`config.mk`:
```
export PLATFORM = sky130hd
export DESIGN_NAME = susp_clkstop_seq
export DESIGN_NICKNAME = d
export VERILOG_FILES = /design/src/rtl/susp_seq_pkg.sv /design/src/rtl/susp_req_sync.sv /design/src/rtl/susp_mode_reg.sv /design/src/rtl/susp_step_timer.sv /design/src/rtl/susp_seq_fsm.sv /design/src/rtl/susp_clkstop_seq.sv
export SDC_FILE = /design/constraint.sdc
export NUM_CORES = 1
export LEC_CHECK = 0
export ABC_AREA = 1
export BUFFER_PORTS_ARGS = -buffer_cell sky130_fd_sc_hd__buf_2
export CORE_AREA = 2 2 39 41
export DETAILED_ROUTE_END_ITERATION = 10
export DIE_AREA = 0 0 41 43
export GPL_TIMING_DRIVEN = 0
export PLACE_DENSITY = 0.6
export SETUP_SLACK_MARGIN = 0.15
export SLEW_MARGIN = 20
export SYNTH_ARGS = -nofsm -noshare
export SYNTH_HDL_FRONTEND = slang
export SYNTH_SLANG_ARGS = --single-unit
```
`constraint.sdc`:
```
create_clock -name clk -period 1.7 [get_ports clk]
set_clock_uncertainty 0.2 [all_clocks]
set_input_delay 0.17 -clock clk [delete_from_list [all_inputs] [get_ports clk]]
set_output_delay 0.17 -clock clk [all_outputs]
set_load 0.02 [all_outputs]
```
`src/rtl/susp_seq_pkg.sv`:
```
package susp_seq_pkg;

    typedef enum logic {
        MODE_REFRESH = 1'b0,
        MODE_FULL    = 1'b1
    } susp_mode_e;

    typedef enum logic [2:0] {
        ST_RUN      = 3'd0,
        ST_CORE_OFF = 3'd1,
        ST_MEM_OFF  = 3'd2,
        ST_ACKED    = 3'd3,
        ST_ACK_DROP = 3'd4,
        ST_MEM_ON   = 3'd5
    } seq_state_e;

    typedef struct packed {
        logic core_en;
        logic mem_en;
        logic ack_n;
        logic stop_ok;
    } gate_ctl_s;

    // Gate and handshake levels for a given sequencer state and captured mode.
    function automatic gate_ctl_s decode_gates(seq_state_e st, susp_mode_e md);
        gate_ctl_s g;
        logic      mem_closed;
        mem_closed = (md == MODE_FULL) &&
                     ((st == ST_MEM_OFF) || (st == ST_ACKED) || (st == ST_ACK_DROP));
        g.core_en  = (st == ST_RUN);
        g.mem_en   = !mem_closed;
        g.ack_n    = (st != ST_ACKED);
        g.stop_ok  = (st == ST_ACKED) && (md == MODE_FULL);
        return g;
    endfunction

    // States whose exit waits on the step timer.
    function automatic logic is_timed(seq_state_e st);
        return (st == ST_CORE_OFF) || (st == ST_MEM_OFF) ||
               (st == ST_ACK_DROP) || (st == ST_MEM_ON);
    endfunction

endpackage

```
`src/rtl/susp_req_sync.sv`:
```
module susp_req_sync #(
    parameter int STAGES = 2
) (
    input  logic clk,
    input  logic rst,
    input  logic req_n_async,
    output logic req_act
);
    logic [STAGES-1:0] chain;

    generate
        for (genvar i = 0; i < STAGES; i++) begin : g_stage
            if (i == 0) begin : g_first
                always_ff @(posedge clk) begin
                    if (rst) chain[0] <= 1'b1;
                    else     chain[0] <= req_n_async;
                end
            end else begin : g_next
                always_ff @(posedge clk) begin
                    if (rst) chain[i] <= 1'b1;
                    else     chain[i] <= chain[i-1];
                end
            end
        end
    endgenerate

    assign req_act = ~chain[STAGES-1];
endmodule

```
`src/rtl/susp_mode_reg.sv`:
```
module susp_mode_reg
    import susp_seq_pkg::*;
(
    input  logic       clk,
    input  logic       rst,
    input  logic       wr_en,
    input  logic       wr_val,
    input  logic       capture,
    output susp_mode_e active_mode
);
    susp_mode_e cfg_mode;

    always_ff @(posedge clk) begin
        if (rst) begin
            cfg_mode    <= MODE_REFRESH;
            active_mode <= MODE_REFRESH;
        end else begin
            if (wr_en)   cfg_mode    <= susp_mode_e'(wr_val);
            if (capture) active_mode <= cfg_mode;
        end
    end

    // the mode in use changes only at a suspend entry
    a_r8_mode_held: assert property (@(posedge clk) disable iff (rst)
        !capture |=> $stable(active_mode));
endmodule

```
`src/rtl/susp_step_timer.sv`:
```
module susp_step_timer #(
    parameter int STEP_CYC = 1
) (
    input  logic clk,
    input  logic rst,
    input  logic restart,
    output logic done
);
    localparam int CW = (STEP_CYC > 1) ? $clog2(STEP_CYC) : 1;
    localparam logic [CW-1:0] LAST = CW'(STEP_CYC - 1);

    logic [CW-1:0] cnt;

    assign done = (cnt == LAST);

    always_ff @(posedge clk) begin
        if (rst || restart) cnt <= '0;
        else if (!done)     cnt <= cnt + 1'b1;
    end

    a_r3_count_bounded: assert property (@(posedge clk) disable iff (rst)
        cnt <= LAST);
endmodule

```
`src/rtl/susp_seq_fsm.sv`:
```
module susp_seq_fsm
    import susp_seq_pkg::*;
(
    input  logic       clk,
    input  logic       rst,
    input  logic       req_act,
    input  logic       step_done,
    input  susp_mode_e active_mode,
    output logic       entry,
    output logic       state_change,
    output gate_ctl_s  gates
);
    seq_state_e state, nxt;

    always_comb begin
        nxt = state;
        unique case (state)
            ST_RUN:      if (req_act) nxt = ST_CORE_OFF;
            ST_CORE_OFF: if (step_done)
                             nxt = (active_mode == MODE_FULL) ? ST_MEM_OFF : ST_ACKED;
            ST_MEM_OFF:  if (step_done) nxt = ST_ACKED;
            ST_ACKED:    if (!req_act) nxt = ST_ACK_DROP;
            ST_ACK_DROP: if (step_done)
                             nxt = (active_mode == MODE_FULL) ? ST_MEM_ON : ST_RUN;
            ST_MEM_ON:   if (step_done) nxt = ST_RUN;
            default:     nxt = ST_RUN;
        endcase
    end

    always_ff @(posedge clk) begin
        if (rst) state <= ST_RUN;
        else     state <= nxt;
    end

    assign entry        = (state == ST_RUN) && req_act;
    assign state_change = (nxt != state) && is_timed(nxt);
    assign gates        = decode_gates(state, active_mode);

    // the core gate only closes in answer to a synchronized request
    a_r2_core_on_request: assert property (@(posedge clk) disable iff (rst)
        $fell(gates.core_en) |-> $past(req_act));
    // acknowledge only once the selected gates are closed
    a_r4_ack_after_gates: assert property (@(posedge clk) disable iff (rst)
        $fell(gates.ack_n) |-> (!gates.core_en &&
                                (gates.mem_en == (active_mode == MODE_REFRESH))));
    // refresh mode never closes the memory/display gate
    a_r5_refresh_keeps_mem: assert property (@(posedge clk) disable iff (rst)
        (active_mode == MODE_REFRESH) |-> gates.mem_en);
    // system clock stop only under a full-mode acknowledge
    a_r6_stop_needs_ack: assert property (@(posedge clk) disable iff (rst)
        gates.stop_ok |-> (!gates.ack_n && active_mode == MODE_FULL));
    // acknowledge released before any clock resumes
    a_r7_ack_drops_first: assert property (@(posedge clk) disable iff (rst)
        $rose(gates.ack_n) |-> !gates.core_en);
    // core never runs with memory/display stopped
    a_r10_gate_order: assert property (@(posedge clk) disable iff (rst)
        gates.core_en |-> gates.mem_en);
endmodule

```
`src/rtl/susp_clkstop_seq.sv`:
```
module susp_clkstop_seq
    import susp_seq_pkg::*;
#(
    parameter int SYNC_STAGES = 2,
    parameter int STEP_CYC    = 1
) (
    input  logic clk,
    input  logic rst,
    input  logic susp_req_n,
    input  logic mode_wr_en,
    input  logic mode_wr_val,
    output logic core_clk_en,
    output logic memdisp_clk_en,
    output logic susp_ack_n,
    output logic sysclk_stop_ok
);
    logic       req_act;
    logic       entry;
    logic       restart;
    logic       step_done;
    susp_mode_e active_mode;
    gate_ctl_s  gates;

    susp_req_sync #(.STAGES(SYNC_STAGES)) u_sync (
        .clk        (clk),
        .rst        (rst),
        .req_n_async(susp_req_n),
        .req_act    (req_act)
    );

    susp_mode_reg u_mode (
        .clk        (clk),
        .rst        (rst),
        .wr_en      (mode_wr_en),
        .wr_val     (mode_wr_val),
        .capture    (entry),
        .active_mode(active_mode)
    );

    susp_step_timer #(.STEP_CYC(STEP_CYC)) u_timer (
        .clk    (clk),
        .rst    (rst),
        .restart(restart),
        .done   (step_done)
    );

    susp_seq_fsm u_fsm (
        .clk         (clk),
        .rst         (rst),
        .req_act     (req_act),
        .step_done   (step_done),
        .active_mode (active_mode),
        .entry       (entry),
        .state_change(restart),
        .gates       (gates)
    );

    assign core_clk_en    = gates.core_en;
    assign memdisp_clk_en = gates.mem_en;
    assign susp_ack_n     = gates.ack_n;
    assign sysclk_stop_ok = gates.stop_ok;

    // stop permission implies the acknowledge at the ports
    a_r6_port_stop_ack: assert property (@(posedge clk) disable iff (rst)
        sysclk_stop_ok |-> !susp_ack_n);
endmodule

```
# After elaboration in Yosys (flattened, before gate mapping)
# Index checks and enable logic that the tools add are counted.
# totals
register_bits	8
inputBits	5
wordCells	42
# op_classes
n_addsub	1
n_eq_ne	11
mux	9
bitwise	2
n_reduce_logical	13
# ops
op	n
$mux 3	7
$pmux 3 s6	1
$eq 3x3->1 const B	4
$eq 3x2->1 const B	3
$eq 3x1->1 const B	2
$logic_or 1x1->1	6
$logic_and 1x1->1	4
$logic_not 3->1	1
$ne 3x2->1 const B	1
$ne 3x3->1	1
$not 1->1	2
$reduce_or 2->1	1
$add 1x1->1 const B	1
$logic_not 1->1	1
$mux 1	1

# Longest topological paths before layout
# Gate-level depths: netlist of run 1.
# depth
ltp_word	10
depth_mapped	6
ltp_nobuf	6

# Modules after synthesis
# From an unflattened synthesis of run 1, not the netlist that was laid out.
# unflattened
hier_cells	100
area_unflattened_um2	563.0
# modules_own_cells
module	n_inst	cells_each	area_per_inst_um2	seq_area_each_um2
susp_seq_fsm	1	76	389.1	60.1
susp_mode_reg	1	13	83.8	40.0
susp_req_sync	1	8	62.6	40.0
susp_step_timer	1	3	27.5	20.0

# Worst setup path after synthesis of run 1
# OpenSTA, ideal clock, no wires.
# synth_timing
path_kind	reg2out
from	register u_fsm.state[0]
to	output port sysclk_stop_ok
t_arrival_ps	981
required_time_ps	1330
slack_ps	349
stages_incl_launch_ff	3
path_buffers	0
path_cell_list	dfxtp_1 -> nand3_2 -> nor2_1
# synth_via
elab_chain_cells	2
# synth_lines
element	line	text
start, declared	susp_seq_fsm.sv:13	seq_state_e state, nxt;
start signal, assigned	susp_seq_fsm.sv:32	else state <= nxt;
$eq 3x2->1	susp_seq_pkg.sv:33	g.stop_ok = (st == ST_ACKED) && (md == MODE_FULL);
$logic_and 1x1->1	susp_seq_pkg.sv:33	
end, declared	susp_clkstop_seq.sv:15	output logic sysclk_stop_ok
# No other way between the ends.

# Final worst setup path of run 1
# layout_timing
from	register u_fsm.state[0]
to	output port memdisp_clk_en
# layout_via
elab_chain_cells	5
elab_cells_between_ends	7
classes_between	3 x eq/ne; 4 x reduce/logical
# layout_lines
element	line	text
$eq 3x2->1	susp_seq_pkg.sv:29	((st == ST_MEM_OFF) || (st == ST_ACKED) || (st == ST_ACK_DROP));
$logic_or 1x1->1	susp_seq_pkg.sv:29	
$logic_or 1x1->1 *	susp_seq_pkg.sv:29	
$logic_and 1x1->1 *	susp_seq_pkg.sv:28	mem_closed = (md == MODE_FULL) &&
$logic_not 1->1 *	susp_seq_pkg.sv:31	g.mem_en = !mem_closed;
end, declared	susp_clkstop_seq.sv:13	output logic memdisp_clk_en,
# Mark *: on every way between the ends. The rest lies on a longest branch, timed or not.

==> impl_metrics.tcl, run 1 <==
set metrics [dict create \
    r2r_cells 6 \
    fill_cells 153 \
    synth_top_family_by_area "simple AND/OR/NAND/NOR gates" \
    synth-compound-area-share_pct 13.29 \
    synthXorXnorAreaFrac_pct 0 \
    async_flop_share_pct 0 \
    yosys.area_share.adder_pct 0 \
    fin_crit_sh_pct 85.69 \
    drive_gt1_share_pct 29.58 \
    peakVddDrop_mv 0.4071 \
    first_pass_iters 4 \
    ys_top_cells_by_area "dfxtp_1 (43%), nor2_1 (10%), inv_1 (7.0%)" \
    p_leak_nw 0.2449 \
    required_ns 1.33 \
    synth_edf_count 0 \
    dieArea_um2 1763 \
    route.detailed.drc 0 \
    grt.overflow.total 0 \
    layout.nets 78 \
    synth.area.mux_share_pct 0 \
    power.density_nw_per_um2 759.6 \
    numCtsBuffers 3 \
    yosys_warnings 0 \
    routed_wl_um 806 \
    syn_area_um2 376.6 \
    yosys.area.top_type_share_pct 42.52 \
    grt_pass1_vias 341 \
    drt_iter0_drc 9 \
    setup.worst_path.start_class "flip-flop" \
    vias 375 \
    yosysTopAreaCell "dfxtp_1" \
    dieWidth_um 41 \
    core-area_um2 1384 \
    worst_setup_path_end_kind "output port" \
    path_max_fanout 5 \
    rsz0062_at_grt "false" \
    setup_viol 0 \
    criticalPathCategory "reg -> out" \
    cts.sinks 8 \
    hpwl_um 562.8 \
    totalNegativeSetupSlack_ns 0 \
    synthFlopType "dfxtp_1" \
    max_cap_violations 0 \
    drv_slew 0 \
    place_congestion 0.8005 \
    num_rows 14 \
    cts_tree "done" \
    grt_first_pass_wirelength_um 1359 \
    antenna_left 0 \
    whs_ns 0.2049 \
    num_antenna_cells 0 \
    initial_utilization_pct 27.22 \
    worst_hold_path.num_cells 1 \
    fin_crit_ns 1.457 \
    wl_per_cell_um 9.264 \
    syn_area_per_cell_um2 6.847 \
    syn_nets 60 \
    area_delta_synth_final_pct 38.21 \
    total_power_mw 0.3954 \
    finalHoldViolCount 0 \
    synth_common_cells "nor2_1 (10), dfxtp_1 (8), inv_1 (7)" \
    syn_inst 55 \
    via_per_inst 4.310 \
    io-pin-count 9 \
    antenna_found_initial 0 \
    clk_path_buf_depth 2 \
    grt.total_usage_pct 11.60 \
    grt_max_degree 8 \
    timing.fmax_ghz 0.6865 \
    r2r_slack_ns 0.50 \
    synth.distinct_cells 16 \
    h-tree-depth 1 \
    dpl-instance-area_um2 436.7 \
    yosysSeqAreaShare_pct 42.52 \
    ys_ff_latch 8 \
    cp_data_arrival_time_ns 1.09 \
    die-height_um 43 \
    postLayoutCellArea_um2 520.5 \
    port-buffer-count 8 \
    yosysMostFrequentCell "nor2_1" \
    outcome "complete, no violations" \
    clk_pin_slew_worst_paths_ns 0.05 \
    clock_tree.root_cell "clkbuf_4" \
    hp-class "reg -> reg" \
    synthSimpleGateAreaFrac_pct 34.22 \
    clk_latency_ns 0.25 \
    fin_util_pct 37.61 \
]
==> routing by layer <==
metal | vias up | part of all wire (%) | GRT usage, %
li1 | 206 | - | -
met1 | 160 | 46 | 14.38
met2 | 7 | 48 | 16.56
met3 | 2 | 4.2 | 1.571
met4 | 0 | 2.1 | 10.00
met5 | - | 0 | 0
==> final timing paths <==
kind                         startpoint                         end
max           u_fsm.state[0]$_SDFF_PP0_              memdisp_clk_en
min          u_sync.chain[0]$_SDFF_PP1_  u_sync.chain[1]$_SDFF_PP1_
max reg2reg   u_fsm.state[0]$_SDFF_PP0_   u_fsm.state[0]$_SDFF_PP0_
min reg2reg  u_sync.chain[0]$_SDFF_PP1_  u_sync.chain[1]$_SDFF_PP1_
==> per-stage QoR <==
stage,cells,setup WS [ns]
global placement,79,0.4150
finish,87,0.2433
global route,87,0.1452
CTS,86,0.1724
floorplan,55,0.3489
detailed placement,79,0.4127
==> critical path, stage by stage (launching register included) <==
cell and delay (ns):
dfxtp_4 0.37, nor2_4 0.14, nand2_2 0.07, o21ai_1 0.07, nand2_1 0.05, buf_2 0.15
==> state kept, by name (all words and copies together) (netlist names) <==
name / cells
u_fsm.state: 3
u_mode.active_mode: 1
u_mode.cfg_mode: 1
u_sync.chain: 2
u_timer.cnt: 1
==> where the power goes <==
part	internal [mW]	switching, mW	total (mW)
registers	0.196	0.00986	0.206
logic	0.0240	0.0232	0.0471
clock network	0.0806	0.0615	0.142
==> area by class of cell <==
| type | count | area [um2] | share of cell area (%) |
|---|---|---|---|
| timing repair buffer | 13 | 87.58 | 16.83 |
| multi-input combinational | 38 | 190.2 | 36.54 |
| inverter | 9 | 33.78 | 6.490 |
| sequential | 8 | 166.4 | 31.97 |
| clock buffer | 3 | 22.52 | 4.327 |
| tap | 16 | 20.02 | 3.846 |
==> cell families (layout without fill, tap and decap cells) <==
group	count (synthesis)	after routing
AOI/OAI and AO/OA	10	10
buffers and inverters	9	25
DFF	8	8
other	1	1
and+or+nand+nor	27	27
==> timing repair <==
action / CTS / global route
setup buffers: 0 / 1
hold endpoints to repair: 5 / 0
pin swaps: 1 / 1
gates cloned: 0 / 0
endpoints found under the setup margin: 2 / 1
gates resized for setup: 1 / 6
hold buffers: 4 / 0
==> cells in the final DEF (no fill, tap or decap), drive strengths merged, types with 2 or more instances in the layout <==
cell          n
nand3         4
dfxtp         8
inv           9
clkbuf        3
a21oi         4
dlygate4sd3   4
o21ai         6
nand2         6
nor2         12
or2           2
buf           9
Note: power is estimated with default switching activity, not from simulation.
==> run 2, diff against run 1 <==
clock period = 1.5 ns   (was 1.7 ns; I/O delays follow)
==> run 2 against run 1 <==
Hold slack got worse by 0.0011 ns. Count of clock-buffer cells in the layout unchanged. Power increased by 15%. Cell count increased by 8.0%. Register-to-register slack got worse by 0.35 ns. Combinational power increased by 43%. First-iteration DRC count decreased by 67%. Critical path depth decreased by 1. Non-clock buffer count increased by 7.
==> impl_metrics.tcl, run 2 (synthesized netlist as in run 1, its figures left out) <==
set metrics [dict create \
    min_to "u_sync.chain[1]$_SDFF_PP1_" \
    area_delta_synth_final_pct 60.47 \
    final_cells 94 \
    antenna_left 0 \
    totalNegativeSetupSlack_ns 0 \
    grt_pass1_vias 387 \
    h-tree-depth 1 \
    cts_tree "done" \
    regToRegStartpoint "u_fsm.state[1]$_SDFF_PP0_" \
    timing.fmax_ghz 0.7163 \
    power_frac_clock_pct 34.6 \
    power.density_nw_per_um2 753.5 \
    required_ns 1.15 \
    clk_latency_ns 0.25 \
    timing.rr.end "u_fsm.state[0]$_SDFF_PP0_" \
    worst_setup_path_end_kind "output port" \
    route.detailed.drc 0 \
    peakVddDrop_mv 0.4606 \
    grt.overflow.total 0 \
    place_congestion 0.8005 \
    num_rows 14 \
    finalHoldViolCount 0 \
    r2r_cells 7 \
    num_antenna_cells 0 \
    vias 405 \
    outcome "complete, no violations" \
    dp_worst_setup_slack_ns 0.2327 \
    power.share.sequential_pct 50.7 \
    wl_per_cell_um 9.723 \
    clock_tree.root_cell "clkbuf_4" \
    r2r_slack_ns 0.15 \
    grt_first_pass_wirelength_um 1573 \
    largest_register "u_fsm.state" \
    clk_pin_slew_worst_paths_ns 0.05 \
    path_cells "buf_4, nand3_4, nor2_1, buf_4" \
    core-area_um2 1384 \
    fin_crit_sh_pct 93.07 \
    antenna_found_initial 0 \
    p_leak_nw 0.2856 \
    clk_path_buf_depth 2 \
    layout.nets 85 \
    hpwl_um 562.8 \
    cp_data_arrival_time_ns 1.05 \
    dieArea_um2 1763 \
    cp_top_family "flip-flops" \
    final_common_cell "nor2_1" \
    setup_viol 0 \
    switching_share_pct 23.62 \
    drv_slew 0 \
    dp.cells 79 \
    grt.total_usage_pct 13.52 \
    numCtsBuffers 3 \
    dieWidth_um 41 \
    die-height_um 43 \
    max_cap_violations 0 \
    hp-class "reg -> reg" \
    criticalPathCategory "reg -> out" \
    worst_hold_path.num_cells 1 \
    internal_power_mw 0.3478 \
    drt_iter0_drc 3 \
    combinationalPowerShare_pct 14.8 \
    cts.sinks 8 \
    critPathMaxStageDelay_ns 0.38 \
    routed_wl_um 914 \
    worst_path_most_repeated_cell "buf_4" \
    first_pass_iters 2 \
    crit_slowest_cell "dfxtp_4" \
    initial_utilization_pct 27.22 \
    rsz0062_at_grt "true" \
    grt_max_degree 7 \
    path_buf_inv 2 \
    top_regs "u_fsm.state: 3 flops, u_sync.chain: 2 flops" \
    setup_slack_ns 0.1040 \
    drive_gt1_share_pct 37.18 \
    final_cell_mix "nor2_1 (10), buf_4 (8), inv_1 (7)" \
    total_power_mw 0.4554 \
    p_sw_mw 0.1076 \
    via_per_inst 4.309 \
    io-pin-count 9 \
    largest_register_ffs 3 \
    setup.worst_path.start_class "flip-flop" \
    fin_util_pct 43.67 \
    min_from "u_sync.chain[0]$_SDFF_PP1_" \
    path_max_fanout 5 \
    port-buffer-count 8 \
    fin_crit_ns 1.396 \
]
## run 2: area by class of cell
cell class	count	area (um2)
Sequential cell	8	171.4
Timing Repair Buffer	20	152.6
Multi-Input combinational cell	38	201.4
Tap cell	16	20.02
Inverter	9	36.28
Clock buffer	3	22.52
Fill cell	156	779.5
## run 2: worst max path at each step
stage	slack (ns)	depth (start not counted)	start	end
2_1_floorplan	0.17	2	u_fsm.state[0]$_SDFF_PP0_	sysclk_stop_ok
3_3_place_gp	0.24	5	u_fsm.state[0]$_SDFF_PP0_	memdisp_clk_en
3_5_place_dp	0.23	5	u_fsm.state[0]$_SDFF_PP0_	memdisp_clk_en
4_1_cts	0.08	5	u_fsm.state[1]$_SDFF_PP0_	memdisp_clk_en
5_1_grt	0.02	5	u_fsm.state[0]$_SDFF_PP0_	memdisp_clk_en
6_report	0.10	4	u_fsm.state[0]$_SDFF_PP0_	sysclk_stop_ok
## run 2: repair_timing
action	4_1_cts	5_1_grt
setup endpoints to repair	4	4
endpoints found under the hold margin	5	0
hold buffers	4	0
buffers inserted	6	2
pin swaps	2	5
resized for setup	14	2
## run 2: per-stage QoR
stage / cell area (um2) / hold slack [ns]
5_1_grt: 604.3 / 0.2220
3_3_place_gp: 436.7 / 0.1293
4_1_cts: 581.8 / 0.2076
3_5_place_dp: 436.7 / 0.1386
6_report: 604.3 / 0.2038
2_1_floorplan: 376.6 / 0.01907
## run 2: metal layers
layer | GRT usage, % | up-vias | part of all wire (%)
met5 | 0 | - | 0
met4 | 10.00 | 0 | 1.9
met3 | 1.571 | 2 | 2.6
met2 | 22.19 | 5 | 54
met1 | 14.71 | 179 | 41
li1 | - | 219 | -
## run 2: power groups by stage
stage	Sequential [mW]	Combinational, mW	Clock (mW)
floorplan	0.235	0.0281	0
global placement	0.238	0.0402	0
detailed placement	0.238	0.0409	0
CTS	0.231	0.0577	0.170
global route	0.233	0.0751	0.182
finish	0.231	0.0672	0.157
